## config.mk

```make
export PLATFORM = sky130hd
export DESIGN_NAME = ldst_agu
export DESIGN_NICKNAME = d
export VERILOG_FILES = /design/src/rtl/agu_pkg.sv /design/src/rtl/agu_shifter.sv /design/src/rtl/agu_offset_sel.sv /design/src/rtl/agu_addr_calc.sv /design/src/rtl/ldst_agu.sv
export SDC_FILE = /design/constraint.sdc
export NUM_CORES = 1
export LEC_CHECK = 0
export BUFFER_PORTS_ARGS = -buffer_cell sky130_fd_sc_hd__buf_4
export CORE_ASPECT_RATIO = 0.8
export CORE_UTILIZATION = 55
export CTS_CLUSTER_DIAMETER = 200
export DETAILED_ROUTE_END_ITERATION = 12
export HOLD_SLACK_MARGIN = 0.05
export PLACE_DENSITY = 0.78
export SKIP_LAST_GASP = 1
export SLEW_MARGIN = 5
export SYNTH_ARGS = -nofsm -noshare
export SYNTH_HDL_FRONTEND = slang
export SYNTH_SLANG_ARGS = --single-unit
```

## constraint.sdc

```tcl
create_clock -name clk -period 2.3 [get_ports clk]
set_clock_uncertainty 0.15 [all_clocks]
set_input_delay 0.345 -clock clk [delete_from_list [all_inputs] [get_ports clk]]
set_output_delay 0.345 -clock clk [all_outputs]
set_load 0.02 [all_outputs]
```

## src/rtl/agu_pkg.sv

```systemverilog
`timescale 1ns/1ps
package agu_pkg;
    localparam int ADDR_W  = 32;
    localparam int IMM_W   = 12;
    localparam int SHAMT_W = $clog2(ADDR_W);

    typedef enum logic [1:0] {
        SH_LEFT  = 2'b00,
        SH_LRIGHT = 2'b01,
        SH_ARIGHT = 2'b10,
        SH_ROTR  = 2'b11
    } shift_kind_e;

    typedef struct packed {
        logic              valid;
        logic [ADDR_W-1:0] addr;
        logic [ADDR_W-1:0] nbase;
        logic              we;
    } agu_state_t;
endpackage

```

## src/rtl/agu_shifter.sv

```systemverilog
`timescale 1ns/1ps
module agu_shifter
    import agu_pkg::*;
#(
    parameter int W   = ADDR_W,
    parameter int AMT = $clog2(W)
) (
    input  logic [W-1:0]   shift_in,
    input  shift_kind_e    kind,
    input  logic [AMT-1:0] amt,
    output logic [W-1:0]   shift_out
);
    // Logarithmic barrel: stage i moves the value by 2**i when amt[i] is set.
    logic [W-1:0] stage [AMT+1];

    assign stage[0] = shift_in;

    for (genvar i = 0; i < AMT; i++) begin : g_stage
        localparam int S = 1 << i;
        logic [W-1:0] moved;
        always_comb begin
            unique case (kind)
                SH_LEFT:   moved = {stage[i][W-S-1:0], {S{1'b0}}};
                SH_LRIGHT: moved = {{S{1'b0}}, stage[i][W-1:S]};
                SH_ARIGHT: moved = {{S{stage[i][W-1]}}, stage[i][W-1:S]};
                default:   moved = {stage[i][S-1:0], stage[i][W-1:S]};
            endcase
        end
        assign stage[i+1] = amt[i] ? moved : stage[i];
    end

    assign shift_out = stage[AMT];

    always_comb begin
        if (amt == '0) begin
            a_r2_zero_amount_passes: assert (shift_out == shift_in);
        end
        if (kind == SH_ROTR) begin
            a_r5_rotate_keeps_ones: assert ($countones(shift_out) == $countones(shift_in));
        end
        if (kind == SH_ARIGHT) begin
            a_r4_sign_kept: assert (shift_out[W-1] == shift_in[W-1]);
        end
    end
endmodule

```

## src/rtl/agu_offset_sel.sv

```systemverilog
`timescale 1ns/1ps
module agu_offset_sel
    import agu_pkg::*;
#(
    parameter int W  = ADDR_W,
    parameter int IW = IMM_W
) (
    input  logic          off_is_imm,
    input  logic [IW-1:0] imm_off,
    input  logic [W-1:0]  shifted_reg,
    output logic [W-1:0]  offset
);
    localparam int PAD = W - IW;

    assign offset = off_is_imm ? {{PAD{1'b0}}, imm_off} : shifted_reg;

    always_comb begin
        if (off_is_imm) begin
            a_r1_imm_upper_zero: assert (offset[W-1:IW] == '0);
        end
    end
endmodule

```

## src/rtl/agu_addr_calc.sv

```systemverilog
`timescale 1ns/1ps
module agu_addr_calc
    import agu_pkg::*;
#(
    parameter int W = ADDR_W
) (
    input  logic [W-1:0] base,
    input  logic [W-1:0] offset,
    input  logic         up,
    input  logic         pre,
    input  logic         wb_req,
    output logic [W-1:0] addr,
    output logic [W-1:0] nbase,
    output logic         we
);
    logic [W-1:0] adjusted;

    // Modulo 2**W: carries and borrows out of the top bit are dropped.
    assign adjusted = up ? (base + offset) : (base - offset);
    assign addr     = pre ? adjusted : base;
    assign nbase    = adjusted;
    assign we       = pre ? wb_req : 1'b1;

    always_comb begin
        if (up) begin
            a_r6_add_inverts: assert (W'(adjusted - offset) == base);
        end else begin
            a_r6_sub_inverts: assert (W'(adjusted + offset) == base);
        end
    end
endmodule

```

## src/rtl/ldst_agu.sv

```systemverilog
`timescale 1ns/1ps
module ldst_agu
    import agu_pkg::*;
(
    input  logic        clk,
    input  logic        rst_n,
    input  logic        req_valid,
    input  logic [31:0] base_in,
    input  logic        off_is_imm,
    input  logic [11:0] imm_off,
    input  logic [31:0] reg_off,
    input  logic [1:0]  sh_kind,
    input  logic [4:0]  sh_amt,
    input  logic        up,
    input  logic        pre,
    input  logic        wb_req,
    output logic        rsp_valid,
    output logic [31:0] xfer_addr,
    output logic [31:0] new_base,
    output logic        base_we
);
    logic [ADDR_W-1:0] shifted;
    logic [ADDR_W-1:0] offset;
    logic [ADDR_W-1:0] calc_addr;
    logic [ADDR_W-1:0] calc_nbase;
    logic              calc_we;

    agu_state_t st_d, st_q;

    agu_shifter #(.W(ADDR_W), .AMT(SHAMT_W)) u_shift (
        .shift_in  (reg_off),
        .kind      (shift_kind_e'(sh_kind)),
        .amt       (sh_amt),
        .shift_out (shifted)
    );

    agu_offset_sel #(.W(ADDR_W), .IW(IMM_W)) u_osel (
        .off_is_imm  (off_is_imm),
        .imm_off     (imm_off),
        .shifted_reg (shifted),
        .offset      (offset)
    );

    agu_addr_calc #(.W(ADDR_W)) u_calc (
        .base   (base_in),
        .offset (offset),
        .up     (up),
        .pre    (pre),
        .wb_req (wb_req),
        .addr   (calc_addr),
        .nbase  (calc_nbase),
        .we     (calc_we)
    );

    always_comb begin
        st_d       = st_q;
        st_d.valid = req_valid;
        if (req_valid) begin
            st_d.addr  = calc_addr;
            st_d.nbase = calc_nbase;
            st_d.we    = calc_we;
        end
    end

    always_ff @(posedge clk or negedge rst_n) begin
        if (!rst_n) begin
            st_q <= '0;
        end else begin
            st_q <= st_d;
        end
    end

    assign rsp_valid = st_q.valid;
    assign xfer_addr = st_q.addr;
    assign new_base  = st_q.nbase;
    assign base_we   = st_q.we;

    a_r9_valid_follows: assert property (@(posedge clk) disable iff (!rst_n)
        req_valid |=> rsp_valid);
    a_r9_no_spurious: assert property (@(posedge clk) disable iff (!rst_n)
        !req_valid |=> !rsp_valid);
    a_r10_hold: assert property (@(posedge clk) disable iff (!rst_n)
        !req_valid |=> ($stable(xfer_addr) && $stable(new_base) && $stable(base_we)));
    a_r7_pre_we: assert property (@(posedge clk) disable iff (!rst_n)
        (req_valid && pre) |=> (base_we == $past(wb_req)));
    a_r7_pre_same: assert property (@(posedge clk) disable iff (!rst_n)
        (req_valid && pre) |=> (xfer_addr == new_base));
    a_r8_post_we: assert property (@(posedge clk) disable iff (!rst_n)
        (req_valid && !pre) |=> base_we);
    a_r8_post_addr: assert property (@(posedge clk) disable iff (!rst_n)
        (req_valid && !pre) |=> (xfer_addr == $past(base_in)));
endmodule

```

==> results.md, run 1 <==
* Asr flop ratio synth at 1.00
* Synthesis-stage register bit count at 66
* Clock Sinks at 66
* Mapped Area at 9870 sq um
* Synth Flop Type: dfrtp_1
* Synthesized area per cell at 7.62 sq um
* Mapped Nets at 1,418
* Post-synth EDFFs at 0
* Post-CTS setup repair buffer count at 84
* # rows at 43
* DP Wirelength at about 41,000 um
* Starting Density at 0.566
* Cts hold-fix bufs at 1
* Port-buffer cells at 155
* Die width at around 150 um
* CTS buffer count at 9
* Number of gates resized after CTS at 295
* Exit stage: 4_1_cts
* Root Buffer: clkbuf_16
* I/O pins at 156
* First Err: [ERROR DPL-0033] detailed placement checks failed during check placement.
* Register area share after synthesis at 0.167
* CTS Buffer Depth at 2
* CTS H-tree depth at 3
* Synthesized instance count at approximately 1,300
* Distinct cell type count after synthesis at 93
* Die Ht at 122 um
* Outcome: stopped before the end
* YS warnings at 0
* Placer Congestion at between 1 and 1.5
-- cell families after synthesis --
family | synth area share
flip-flops | 0.167
XOR/XNOR | 0.0550
adder cells (fa/ha/maj) | 0.0426
buffers and inverters | 0.0662
multiplexers | 0.115
AND/OR/NAND/NOR | 0.226
AO/OA/AOI/OAI | 0.327
-- cell usage after synthesis (17+ instances only) --
| cell type | number | area share |
|---|---|---|
| xnor2_1 | 38 | 0.034 |
| clkbuf_1 | 33 | 0.013 |
| o21ai_0 | 85 | 0.043 |
| xor2_1 | 24 | 0.021 |
| nand2b_1 | 18 | 0.011 |
| nand3_1 | 28 | 0.014 |
| nor2_1 | 158 | 0.060 |
| inv_1 | 22 | 0.0084 |
| a31oi_1 | 34 | 0.022 |
| ha_1 | 32 | 0.041 |
| nand4_1 | 17 | 0.011 |
| o211ai_1 | 17 | 0.013 |
| mux2i_1 | 64 | 0.065 |
| a21oi_1 | 123 | 0.062 |
| mux2_2 | 33 | 0.038 |
| nor3_1 | 35 | 0.018 |
| nand2_1 | 71 | 0.027 |
| dfrtp_1 | 66 | 0.17 |
| buf_2 | 30 | 0.015 |
| o22ai_1 | 22 | 0.014 |
-- through the flow --
stage | hold WS (ps) | setup WS [ps] | cells | util | cell area (sq um)
after floorplan | -101 | -3120 | 1295 | - | 10000
after global placement | 141 | -3870 | 2070 | 0.842 | 14700
after detailed placement | 149 | -4260 | 2070 | 0.842 | 14700
==> run 2, diff against run 1 <==
- CORE_ASPECT_RATIO: 0.8 -> unset
- CORE_UTILIZATION: 55 -> 40
- CTS_CLUSTER_DIAMETER: 200 -> unset
- HOLD_SLACK_MARGIN: 0.05 -> unset
- PLACE_DENSITY: 0.78 -> unset
- PLACE_DENSITY_LB_ADDON: unset -> 0.15
==> run 2 against run 1 <==
- the flow now finishes, with violations (setup timing)
- area after synthesis did not move
- synthesized cell count did not move
==> results.md, run 2 <==
* Core area at approximately 24,000 sq um
* Worst vdd rail ir drop at 0.614 mV
* Outcome: finished with violations
* Mapped Nets at 1,418
* Largest cells by area after synthesis: dfrtp_1 17%, mux2i_1 6.5%, a21oi_1 6.2%
* Total global routing overflow at 0
* Synth top area share at 0.167
* Setup CP Type: in -> reg
* Syn-to-layout area delta at 81.9%
* Worst path depth at 29
* DP Wirelength at roughly 46,000 um
* CTS clock-pin slew for the worst setup and hold paths at 70 ps
* Post-synth EDFFs at 0
* Routed vias/inst at 6.55
* Antenna viol nets, final at 0
* WL per Instance at 27.7 um
* Distinct cell type count after synthesis at 93
* Tightest Pin Transition at 884 ps
* Setup WS post-layout at -3710 ps
* Dpl ws at -4040 ps
* Fmax at 0.166 GHz
* Worst EP required at approximately 2400 ps
* R2R Setup Slk at approximately 1300 ps
* Max-slew violation count at 0
* Synthesized area per cell at 7.62 sq um
* Initial DRC count at roughly 2,100
* Die width at 159 um
* Starting Density at 0.407
* R2r startpoint: new_base[24]
* Clock Latency Late Sink at 360 ps
* RSZ-0062 raised after global routing: yes
* Synthesis-stage register bit count at 66
* Fillcell total at 1,753
* Most numerous cell in the Yosys netlist: nor2_1
* Root Buffer: clkbuf_16
* End of the worst register-to-register path: new_base[24]
* # rows at 57
* Util after Layout at 0.740
* Synth Flop Type: dfrtp_1
* Mapped Area at 9870 sq um
* YS warnings at 0
* Setup violations, final at 64
* CTS tree: yes
* Worst slew margin at 0.411
* Drt pass-1 iters at 9
* Nets at 2,087
* Most frequent cells after synthesis: 158 x nor2_1, 123 x a21oi_1, 85 x o21ai_0
* Synthesized instance count at 1,295
* Leading area contributor after synthesis: dfrtp_1
* Antenna violations before repair at 2
* CP most frequent cell: buf_4
* # Max-Cap Violations at 0
* Largest net degree at the start of global routing at roughly 100
* CP max stage cell: ha_1
* Minimum clock period at 6010 ps
* Failing checks: setup timing
* Asr flop ratio synth at 1.00
* CP startpoint kind: primary input
* Hold Path End: base_we
* PD cells at slightly above 600 nW/um^2
* Routed WL at 63,500 um
* Fin. Hold Viols at 0
* Die ar. at about 25,000 sq um
* Hold path cells at 3
* Worst R2R Path Depth at 1
* Port-buffer cells at 155
* Delay-heaviest family, CP: compound AO/OA/AOI/OAI gates
* Wire length of the first global-routing pass at 88,300 um
* CTS H-tree depth at 3
* CTS Buffer Depth at 2
* Worst-path maximum fanout at 13
* Number of global-route vias before repair at 14,500
* Final setup TNS at -181,540 ps
* Share of cells above drive strength 1 at 0.561
* Static leakage at 7.99 nW
* Min-Delay Path Class: in -> reg
* CTS buffer count at 9
* Delay of the slowest critical-path stage at ~420 ps
* Most frequent cells in the layout: 697 x buf_4, 135 x nor2_1, 84 x a21oi_1
* Global Route Usage Sum at 0.461
* Crit. End Element: flip-flop
* Data arrival, critical path at 6100 ps
* Multi-input gate area at 9290 sq um
* Register area at about 1700 sq um
* Register area share after synthesis at 0.167
* Critical path buffer and inverter count at 6
* I/O pins at 156
* Crit share post-route at 2.61
* Die Ht at about 160 um
* Clock Sinks at 66
* Commonest non-fill, non-tap cell in the layout: buf_4
* Total vias in the final route at roughly 15,000
* Hold path start: wb_req
* DRC Markers at 0
* Placer Congestion at 1.09
-- run 2: power by group --
part	internal, mW	total, mW	switching, mW
clock network	1.08	1.77	0.690
logic	3.47	7.32	3.86
registers	1.56	1.81	0.247
-- run 2: area by class of cell --
cell class / count / area share
multi-input combinational: 1108 / 0.517
sequential: 66 / 0.0920
clock inverter: 7 / 0.00725
clock buffer: 9 / 0.0125
tap: 324 / 0.0226
antenna: 1 / 0.000139
inverter: 25 / 0.00523
timing repair buffer: 754 / 0.343
-- run 2: per-layer routing --
metal / global-route usage / wire length, um / vias up
li1: - / - / 6318
met1: 0.584 / 23700 / 7148
met2: 0.721 / 27300 / 1185
met3: 0.119 / 7850 / 372
met4: 0.237 / 4570 / 2
met5: 0 / 8 / -
-- run 2: logic make-up after synthesis --
logic type	after synthesis	share of synthesized area
compound gates	475	0.327
mux	103	0.115
xor+xnor	62	0.0550
flops	66	0.167
simple gates	435	0.226
buf+inv	121	0.0662
fa+ha+maj	33	0.0426
-- run 2: worst max-delay path by stage --
stage | startpoint | to | slack [ps]
after global placement | sh_kind[0] | xfer_addr[31] | -4150
after CTS | sh_amt[0] | xfer_addr[31] | -3120
after floorplan | sh_kind[1] | xfer_addr[31] | -3120
final | sh_kind[1] | xfer_addr[24] | -3710
after global routing | sh_amt[1] | new_base[29] | -4000
after detailed placement | sh_kind[0] | xfer_addr[31] | -4040
-- run 2: per-stage QoR --
step	std cells	area [sq um]	total power [mW]	hold slack, ps
floorplan	1295	10000	4.64	-101
global placement	2202	15200	7.40	314
detailed placement	2202	15200	7.53	337
CTS	2263	17000	9.95	120
global route	2293	17900	11.2	133
finish	2294	17900	10.9	117
-- run 2: what timing repair did --
action	4_1_cts	5_1_grt
hold endpoints to repair	39	0
buffers inserted	46	32
gates cloned	4	1
pin swaps	139	70
hold buffers	1	0
gates resized for setup	223	145
setup endpoints to repair	64	64
(Power assumes the default switching activity.)
